`config.mk`:
```
export PLATFORM = sky130hd
export DESIGN_NAME = crypt_key_ctrl
export DESIGN_NICKNAME = d
export VERILOG_FILES = /design/src/rtl/crypt_key_pkg.sv /design/src/rtl/key_half_reg.sv /design/src/rtl/key_settle_timer.sv /design/src/rtl/crypt_mode_ctrl.sv /design/src/rtl/crypt_key_ctrl.sv
export SDC_FILE = /design/constraint.sdc
export NUM_CORES = 1
export LEC_CHECK = 0
export ABC_CLOCK_PERIOD_IN_PS = 1370
export BUFFER_PORTS_ARGS = -buffer_cell sky130_fd_sc_hd__clkbuf_2
export CORE_ASPECT_RATIO = 1.2
export CORE_MARGIN = 1.5
export CORE_UTILIZATION = 47
export CTS_CLUSTER_DIAMETER = 40
export DETAILED_ROUTE_END_ITERATION = 7
export GPL_ROUTABILITY_DRIVEN = 0
export PLACE_DENSITY_LB_ADDON = 0.15
export SETUP_SLACK_MARGIN = 0.4
export SLEW_MARGIN = 20
export SYNTH_ARGS = -nofsm -noshare
export SYNTH_HDL_FRONTEND = slang
export SYNTH_SLANG_ARGS = --single-unit
```
`constraint.sdc`:
```
create_clock -name clk -period 1.37 [get_ports clk]
set_input_delay 0.274 -clock clk [delete_from_list [all_inputs] [get_ports clk]]
set_output_delay 0.274 -clock clk [all_outputs]
set_load 0.005 [all_outputs]
```
`src/rtl/crypt_key_pkg.sv`:
```
package crypt_key_pkg;

  // Index of each key half inside the strobe vector and the key word
  typedef enum int unsigned {
    HALF_LO = 0,
    HALF_HI = 1
  } key_half_e;

  localparam int unsigned NUM_HALVES = 2;

  // Nonzero argument means "enable"
  function automatic logic arg_enables(input logic [25:0] arg);
    return |arg;
  endfunction

endpackage

```
`src/rtl/key_half_reg.sv`:
```
module key_half_reg #(
  parameter int unsigned HALF_W = 32
) (
  input  logic              clk,
  input  logic              rst_n,
  input  logic              wr_en,
  input  logic [HALF_W-1:0] wr_data,
  output logic [HALF_W-1:0] q,
  output logic              loaded
);

  logic [HALF_W-1:0] q_nxt;
  logic              loaded_nxt;

  always_comb begin
    q_nxt      = q;
    loaded_nxt = loaded;
    if (wr_en) begin
      q_nxt      = wr_data;
      loaded_nxt = 1'b1;
    end
  end

  always_ff @(posedge clk or negedge rst_n) begin
    if (!rst_n) begin
      q      <= '0;
      loaded <= 1'b0;
    end else begin
      q      <= q_nxt;
      loaded <= loaded_nxt;
    end
  end

  // a written half carries the written data
  p_half_load_r2: assert property (@(posedge clk) disable iff (!rst_n)
    wr_en |=> q == $past(wr_data));

  // an unwritten half holds
  p_half_hold_r4: assert property (@(posedge clk) disable iff (!rst_n)
    !wr_en |=> $stable(q));

  // the loaded mark never drops outside reset
  p_loaded_sticky_r5: assert property (@(posedge clk) disable iff (!rst_n)
    loaded |=> loaded);

endmodule

```
`src/rtl/key_settle_timer.sv`:
```
module key_settle_timer #(
  parameter int unsigned SETTLE_CYC = 2
) (
  input  logic clk,
  input  logic rst_n,
  input  logic key_wr,
  output logic busy
);

  localparam int unsigned CNT_W = $clog2(SETTLE_CYC + 1);
  localparam logic [CNT_W-1:0] CNT_LOAD = CNT_W'(SETTLE_CYC);

  logic [CNT_W-1:0] cnt;
  logic [CNT_W-1:0] cnt_nxt;
  logic             cnt_en;

  assign cnt_en = key_wr || (cnt != '0);

  always_comb begin
    cnt_nxt = cnt;
    if (key_wr) begin
      cnt_nxt = CNT_LOAD;
    end else if (cnt != '0) begin
      cnt_nxt = cnt - 1'b1;
    end
  end

  always_ff @(posedge clk or negedge rst_n) begin
    if (!rst_n) begin
      cnt <= '0;
    end else if (cnt_en) begin
      cnt <= cnt_nxt;
    end
  end

  assign busy = (cnt != '0);

  // a key write opens the settle window
  p_window_open_r7: assert property (@(posedge clk) disable iff (!rst_n)
    key_wr |=> busy);

  // without a new write the window only shrinks
  p_window_shrink_r7: assert property (@(posedge clk) disable iff (!rst_n)
    !key_wr && !busy |=> !busy);

endmodule

```
`src/rtl/crypt_mode_ctrl.sv`:
```
module crypt_mode_ctrl #(
  parameter int unsigned ARG_W = 26
) (
  input  logic             clk,
  input  logic             rst_n,
  input  logic             wr_mode,
  input  logic [ARG_W-1:0] mode_arg,
  input  logic             key_busy,
  input  logic             key_wr,
  output logic             crypt_en,
  output logic             stall_req
);

  logic want_on;
  logic accept;
  logic crypt_nxt;

  assign want_on   = |mode_arg;
  assign stall_req = wr_mode && want_on && (key_busy || key_wr);
  assign accept    = wr_mode && !stall_req;

  always_comb begin
    crypt_nxt = crypt_en;
    if (accept) begin
      crypt_nxt = want_on;
    end
  end

  always_ff @(posedge clk or negedge rst_n) begin
    if (!rst_n) begin
      crypt_en <= 1'b0;
    end else if (accept) begin
      crypt_en <= crypt_nxt;
    end
  end

  // an accepted nonzero argument enables
  p_mode_set_r6: assert property (@(posedge clk) disable iff (!rst_n)
    wr_mode && (mode_arg != '0) && !stall_req |=> crypt_en);

  // a zero argument disables regardless of the window
  p_mode_clr_r6: assert property (@(posedge clk) disable iff (!rst_n)
    wr_mode && (mode_arg == '0) |=> !crypt_en);

  // a stalled request leaves the flag alone
  p_stall_hold_r8: assert property (@(posedge clk) disable iff (!rst_n)
    stall_req |=> crypt_en == $past(crypt_en));

  // only a nonzero mode request can stall
  p_stall_src_r9: assert property (@(posedge clk) disable iff (!rst_n)
    stall_req |-> wr_mode && (mode_arg != '0));

endmodule

```
`src/rtl/crypt_key_ctrl.sv`:
```
module crypt_key_ctrl
  import crypt_key_pkg::*;
#(
  parameter int unsigned HALF_W     = 32,
  parameter int unsigned ARG_W      = 26,
  parameter int unsigned SETTLE_CYC = 2
) (
  input  logic                         clk,
  input  logic                         rst_n,
  input  logic                         wr_key_lo,
  input  logic                         wr_key_hi,
  input  logic [HALF_W-1:0]            wr_data,
  input  logic                         wr_mode,
  input  logic [ARG_W-1:0]             mode_arg,
  output logic [NUM_HALVES*HALF_W-1:0] key,
  output logic                         crypt_en,
  output logic                         key_valid,
  output logic                         key_busy,
  output logic                         stall_req
);

  localparam int unsigned KEY_W = NUM_HALVES * HALF_W;

  logic [NUM_HALVES-1:0] half_wr;
  logic [NUM_HALVES-1:0] half_loaded;
  logic                  any_key_wr;

  assign half_wr[HALF_LO] = wr_key_lo;
  assign half_wr[HALF_HI] = wr_key_hi;
  assign any_key_wr       = |half_wr;

  for (genvar g = 0; g < NUM_HALVES; g++) begin : g_half
    key_half_reg #(.HALF_W(HALF_W)) u_half (
      .clk     (clk),
      .rst_n   (rst_n),
      .wr_en   (half_wr[g]),
      .wr_data (wr_data),
      .q       (key[g*HALF_W +: HALF_W]),
      .loaded  (half_loaded[g])
    );
  end

  assign key_valid = &half_loaded;

  key_settle_timer #(.SETTLE_CYC(SETTLE_CYC)) u_settle (
    .clk    (clk),
    .rst_n  (rst_n),
    .key_wr (any_key_wr),
    .busy   (key_busy)
  );

  crypt_mode_ctrl #(.ARG_W(ARG_W)) u_mode (
    .clk       (clk),
    .rst_n     (rst_n),
    .wr_mode   (wr_mode),
    .mode_arg  (mode_arg),
    .key_busy  (key_busy),
    .key_wr    (any_key_wr),
    .crypt_en  (crypt_en),
    .stall_req (stall_req)
  );

  // the full key is frozen across edges without a key strobe
  p_key_hold_r4: assert property (@(posedge clk) disable iff (!rst_n)
    !wr_key_lo && !wr_key_hi |=> $stable(key));

  // valid cannot rise without a key write on that edge
  p_valid_cause_r5: assert property (@(posedge clk) disable iff (!rst_n)
    !key_valid && !wr_key_lo && !wr_key_hi |=> !key_valid);

  // an enabling request during a settle window stalls
  p_busy_stalls_r8: assert property (@(posedge clk) disable iff (!rst_n)
    key_busy && wr_mode && (mode_arg != '0) |-> stall_req);

  // concurrent writes place the same word in both halves
  p_dual_write_r10: assert property (@(posedge clk) disable iff (!rst_n)
    wr_key_lo && wr_key_hi |=> key[KEY_W-1:HALF_W] == key[HALF_W-1:0]);

endmodule

```
# [Word level (Yosys, flattened, before mapping)]
# Index checks and enable logic that the tools add are counted.
[word_totals] inputBits=63 ff_bits=69 memories=0 ramBits=0 word_cells=20 out_inout_bits=68 latchBits=0 mem_bits_ro=0
[op_classes] n_mux=2 div=0 n_lt_le_gt_ge=0 addsub=1 n_eq_ne=0 mul=0 shifts=0 n_reduce_logical=11 n_bitwise=0
[op_table] op="26-bit OR reduction" n=1
[op_table] op="2-bit two-way mux" n=2
[op_table] op="2-bit AND reduction" n=2
[op_table] op="2-bit nonzero test" n=2
[op_table] op="1-bit logical AND" n=3
[op_table] op="2-bit OR reduction" n=1
[op_table] op="2-bit by 1-bit subtractor with 2-bit output (second input constant)" n=1
[op_table] op="1-bit zero test" n=1
[op_table] op="1-bit logical OR" n=1

# [Longest topological paths before layout]
[logic_depth] ltp_word=5 depth_mapped=5 mapped_depth_nobuf=5

# [Hierarchy]
# A second synthesis with hierarchy kept.
[hier_totals] hier_cells=168 hier_area_um2=2985.4
[modules_own_cells] module="key_half_reg" cells_per_inst=70 seq_area_each_um2=825.8 area_each_um2=1372.6 instances=2
[modules_own_cells] module="crypt_mode_ctrl" cells_per_inst=15 seq_area_each_um2=25.0 area_each_um2=120.1 instances=1
[modules_own_cells] module="key_settle_timer" cells_per_inst=11 seq_area_each_um2=50.0 area_each_um2=107.6 instances=1
[modules_own_cells] module="crypt_key_ctrl" cells_per_inst=2 seq_area_each_um2=0.0 area_each_um2=12.5 instances=1

# [Least setup slack after synthesis]
# Ideal clock, no wire load.
[synth_timing] kind="reg-to-output" start="reg u_settle.cnt[0]" end="out stall_req" t_arrival_ns=0.987 path_buffers=0 slack_ns=0.109 required_time_ns=1.096 path_stages_with_launch=6 path_cell_list="dfrtp_1 -> inv_1 -> ha_1 -> inv_1 -> o31ai_1 -> a21oi_1"
[synth_via] elab_chain_len=3
[synth_rtl] item="start: declaration" line="key_settle_timer.sv:13" rtl="logic [CNT_W-1:0] cnt;"
[synth_rtl] item="start signal: assignment" line="key_settle_timer.sv:32" rtl="cnt <= cnt_nxt;"
[synth_rtl] item="2-bit nonzero test" line="key_settle_timer.sv:36" rtl="assign busy = (cnt != '0);"
[synth_rtl] item="via key_busy" line="crypt_key_ctrl.sv:18" rtl="output logic key_busy,"
[synth_rtl] item="1-bit logical OR" line="crypt_mode_ctrl.sv:19" rtl="assign stall_req = wr_mode && want_on && (key_busy || key_wr);"
[synth_rtl] item="1-bit logical AND" line="crypt_mode_ctrl.sv:19"
[synth_rtl] item="end: declaration" line="crypt_key_ctrl.sv:19" rtl="output logic stall_req"
# The timed path passes the listed nets, and every way through them passes these cells.

# [Final worst setup path]
[layout_timing] start="reg u_settle.cnt[1]" end="out stall_req"
[layout_via] elab_chain_len=3
[layout_rtl] item="2-bit nonzero test" line="key_settle_timer.sv:36"
[layout_rtl] item="1-bit logical OR" line="crypt_mode_ctrl.sv:19"
[layout_rtl] item="1-bit logical AND" line="crypt_mode_ctrl.sv:19"
# Every way passes these cells.

==> metrics.md <==
| Metric | Value |
|---|---|
| Arr. time, crit path | `1.36 ns` |
| Failing checks | `negative setup slack` |
| Ports | `131` |
| Yosys warns | `0` |
| Post-synthesis average cell area | `17.7 um^2` |
| Global-route wire length before repair | `about 9.6 mm` |
| Yosys reg bits | `69` |
| Rel. slew slack | `0.758` |
| Synth top area share | `0.587` |
| Largest net degree at the start of global routing | `70` |
| Grt ovf | `0` |
| Die ar. | `6740 um^2` |
| DRT Wirelength | `between 6 and 7 mm` |
| Status | `finished, violations left` |
| Vias post-DR | `2,120` |
| Max-cap violations | `0` |
| WL per Instance | `14.9 um` |
| 1st-pass router iterations | `4` |
| Cells after Synth | `166` |
| Area leader, netlist | `dfrtp_1` |
| Top post-synthesis cells by area | `dfrtp_1 (59%), mux2_4 (28%), mux2_2 (3.8%), buf_12 (2.7%), nor4_1 (1.3%)` |
| Residual DRC count | `0` |
| Dpl cells | `~380` |
| Post-DRT Antenna Nets | `0` |
| Peak per-stage delay on the critical path | `0.36 ns` |
| Die H | `about 90 um` |
| Power Density | `1240 nW/um^2` |
| Hold WC Path Type | `input pin to flip-flop` |
| Core ar. | `6050 um^2` |
| RSZ-0062 raised after global routing | `yes` |
| Clock-pin slew on the worst setup and hold paths | `0.08 ns` |
| Fin cells | `~450` |
| Number of core rows | `31` |
| Synth unique cells | `21` |
| # diodes | `0` |
| H-tree levels | `3` |
| Vias in the first global route | `slightly above 2,000` |
| Count of flip-flops with a built-in enable after synthesis | `0` |
| Crit path max-delay cell type | `dfrtp_1` |
| Clk_skew | `0.00266 ns` |
| CP required | `1.10 ns` |
| Clk_lat worst skew | `between 0.3 and 0.4 ns` |
| Hpwl dp | `between 4 and 5 mm` |
| Critical path startpoint category | `flip-flop` |
| IO Port Bufs | `130` |
| Fmax | `0.612 GHz` |
| Layout Nets | `431` |
| Mapped Area | `2940 um^2` |
| TritonCTS clock tree | `built` |
| Share of cells above drive strength 1 | `0.761` |
| Avg Vias per Cell | `4.67` |
| Final setup violating endpoints | `3` |
| Clock sink total | `69` |
| Final Max Tran Viols | `0` |
| Seq/Total Area, Yosys | `0.587` |
| CTS Root Cell | `clkbuf_8` |
| Synth cell count leaders | `dfrtp_1 (69), mux2_4 (54), mux2_2 (10)` |
| Ys flop type | `dfrtp_1` |
| Maximum clock path buffer count | `2` |
| Setup TNS | `-0.530 ns` |
| Initial antenna violation count | `0` |
| Area grow syn2layout | `51.8%` |
| Gr usage total | `0.193` |
| Die W | `75.2 um` |
| Num CTS Buffers | `9` |
| Worst Path Max Fanout | `2` |
| Syn Nets | `230` |
| Final Hold Vio Count | `0` |
| Tcrit/Tclk final | `1.19` |
| Iter 0 DRT Violations | `64` |
| Slew @ Worst Pin | `0.363 ns` |
| Crit path time final | `around 1.6 ns` |
| Post-synth ARST share | `1.00` |
| Count leader, synth | `dfrtp_1` |
| Endpoint class of the critical path | `output pin` |
| Lkg Pwr | `between 2 and 2.5 nW` |
| Peak VDD IR | `roughly 760 uV` |
| WS Path Type | `flip-flop to output pin` |
| Cells along the critical path | `inv_1 -> ha_2 -> inv_2 -> o31ai_1 -> a21oi_1 -> clkbuf_2` |
| Worst setup margin | `-0.265 ns` |
| Initial Util | `0.486` |
power by group:
| group | internal, mW | leakage (nW) | switching, mW | total, mW |
|---|---|---|---|---|
| logic | 0.764 | 1.44 | 0.392 | 1.16 |
| clock network | 1.26 | 0.119 | 0.770 | 2.02 |
| registers | 2.24 | 0.800 | 0.114 | 2.35 |
critical path: cells and delay by family, from the launching register on:
family                   cells  cell delay (ns)
AO/OA/AOI/OAI                2             0.24
adder cells (fa/ha/maj)      1             0.19
buffers and inverters        3             0.24
flip-flops                   1             0.36
area by class of cell:
type,instances,area [um^2]
clock buffers,10,138
clock inverters,6,110
fillers,433,1590
inverters,3,11.3
multi-input cells,86,1090
flip-flops and latches,69,1730
well taps,82,103
repair buffers,198,1280
sequential cells by signal, indices dropped and copies added, names as in the netlist:
register	count
g_half.u_half.q	64
g_half.u_half.loaded	2
u_settle.cnt	2
u_mode.crypt_en	1
cells in the final DEF, fill, tap and decap left out, types with 2 or more instances in the layout:
| cell | synthesis | routed |
|---|---|---|
| or2_2 | 2 | 2 |
| clkbuf_2 | 0 | 88 |
| buf_12 | 4 | 2 |
| nor2_1 | 2 | 2 |
| mux2_4 | 54 | 54 |
| buf_2 | 0 | 41 |
| clkbuf_8 | 0 | 10 |
| dfrtp_1 | 69 | 69 |
| buf_6 | 2 | 24 |
| nor4_1 | 6 | 6 |
| buf_4 | 0 | 42 |
| bufinv_16 | 0 | 3 |
| mux2_2 | 10 | 10 |
| clkinvlp_4 | 0 | 2 |
| inv_1 | 3 | 2 |
worst paths after layout:
path	to	cells past startpoint	startpoint	slack, ns
max	stall_req	6	u_settle.cnt[1]	-0.27
min	g_half[1].u_half.q[15]	2	wr_data[15]	0.18
max reg2reg	u_settle.cnt[1]	8	u_settle.cnt[1]	-0.02
min reg2reg	g_half[0].u_half.loaded	1	g_half[0].u_half.loaded	0.47
max in group asynchronous	g_half[0].u_half.q[29]	3	rst_n	0.59
min in group asynchronous	g_half[0].u_half.q[9]	3	rst_n	0.47
timing repair:
action                                  in CTS  in global routing
hold buffers                                 1                  0
buffers inserted                            31                 27
gates cloned                                 0                  0
hold endpoints to repair                    69                  0
pin swaps                                    3                  2
endpoints found under the setup margin      71                 71
resized for setup                            1                 65
cells by family (layout without fill, tap and decap cells):
logic type	after synthesis	in the layout	share of synthesized area
xor+xnor	1	1	0.00298
compound gates	4	4	0.00851
buf+inv	11	217	0.0489
fa+ha+maj	1	1	0.00425
mux	65	65	0.317
flops	69	69	0.587
simple gates	15	15	0.0306
stage by stage:
stage	hold slack, ns	worst slack, ns	power, mW	util	cell area [um^2]
floorplan	-0.0216	0.187	2.81	-	2940
global placement	0.327	0.0726	3.19	0.604	3660
detailed placement	0.324	0.0630	3.20	0.604	3660
CTS	0.138	-0.270	5.39	0.686	4150
global route	0.168	-0.339	5.79	0.738	4460
finish	0.179	-0.265	5.53	0.738	4460
routing by layer:
layer,GRT usage,vias up,wire (um)
met4,0.0828,0,93
met2,0.303,77,3380
met5,0,-,0
li1,-,987,-
met3,0.0614,10,439
met1,0.247,1046,2850
(Power assumes the default switching activity.)
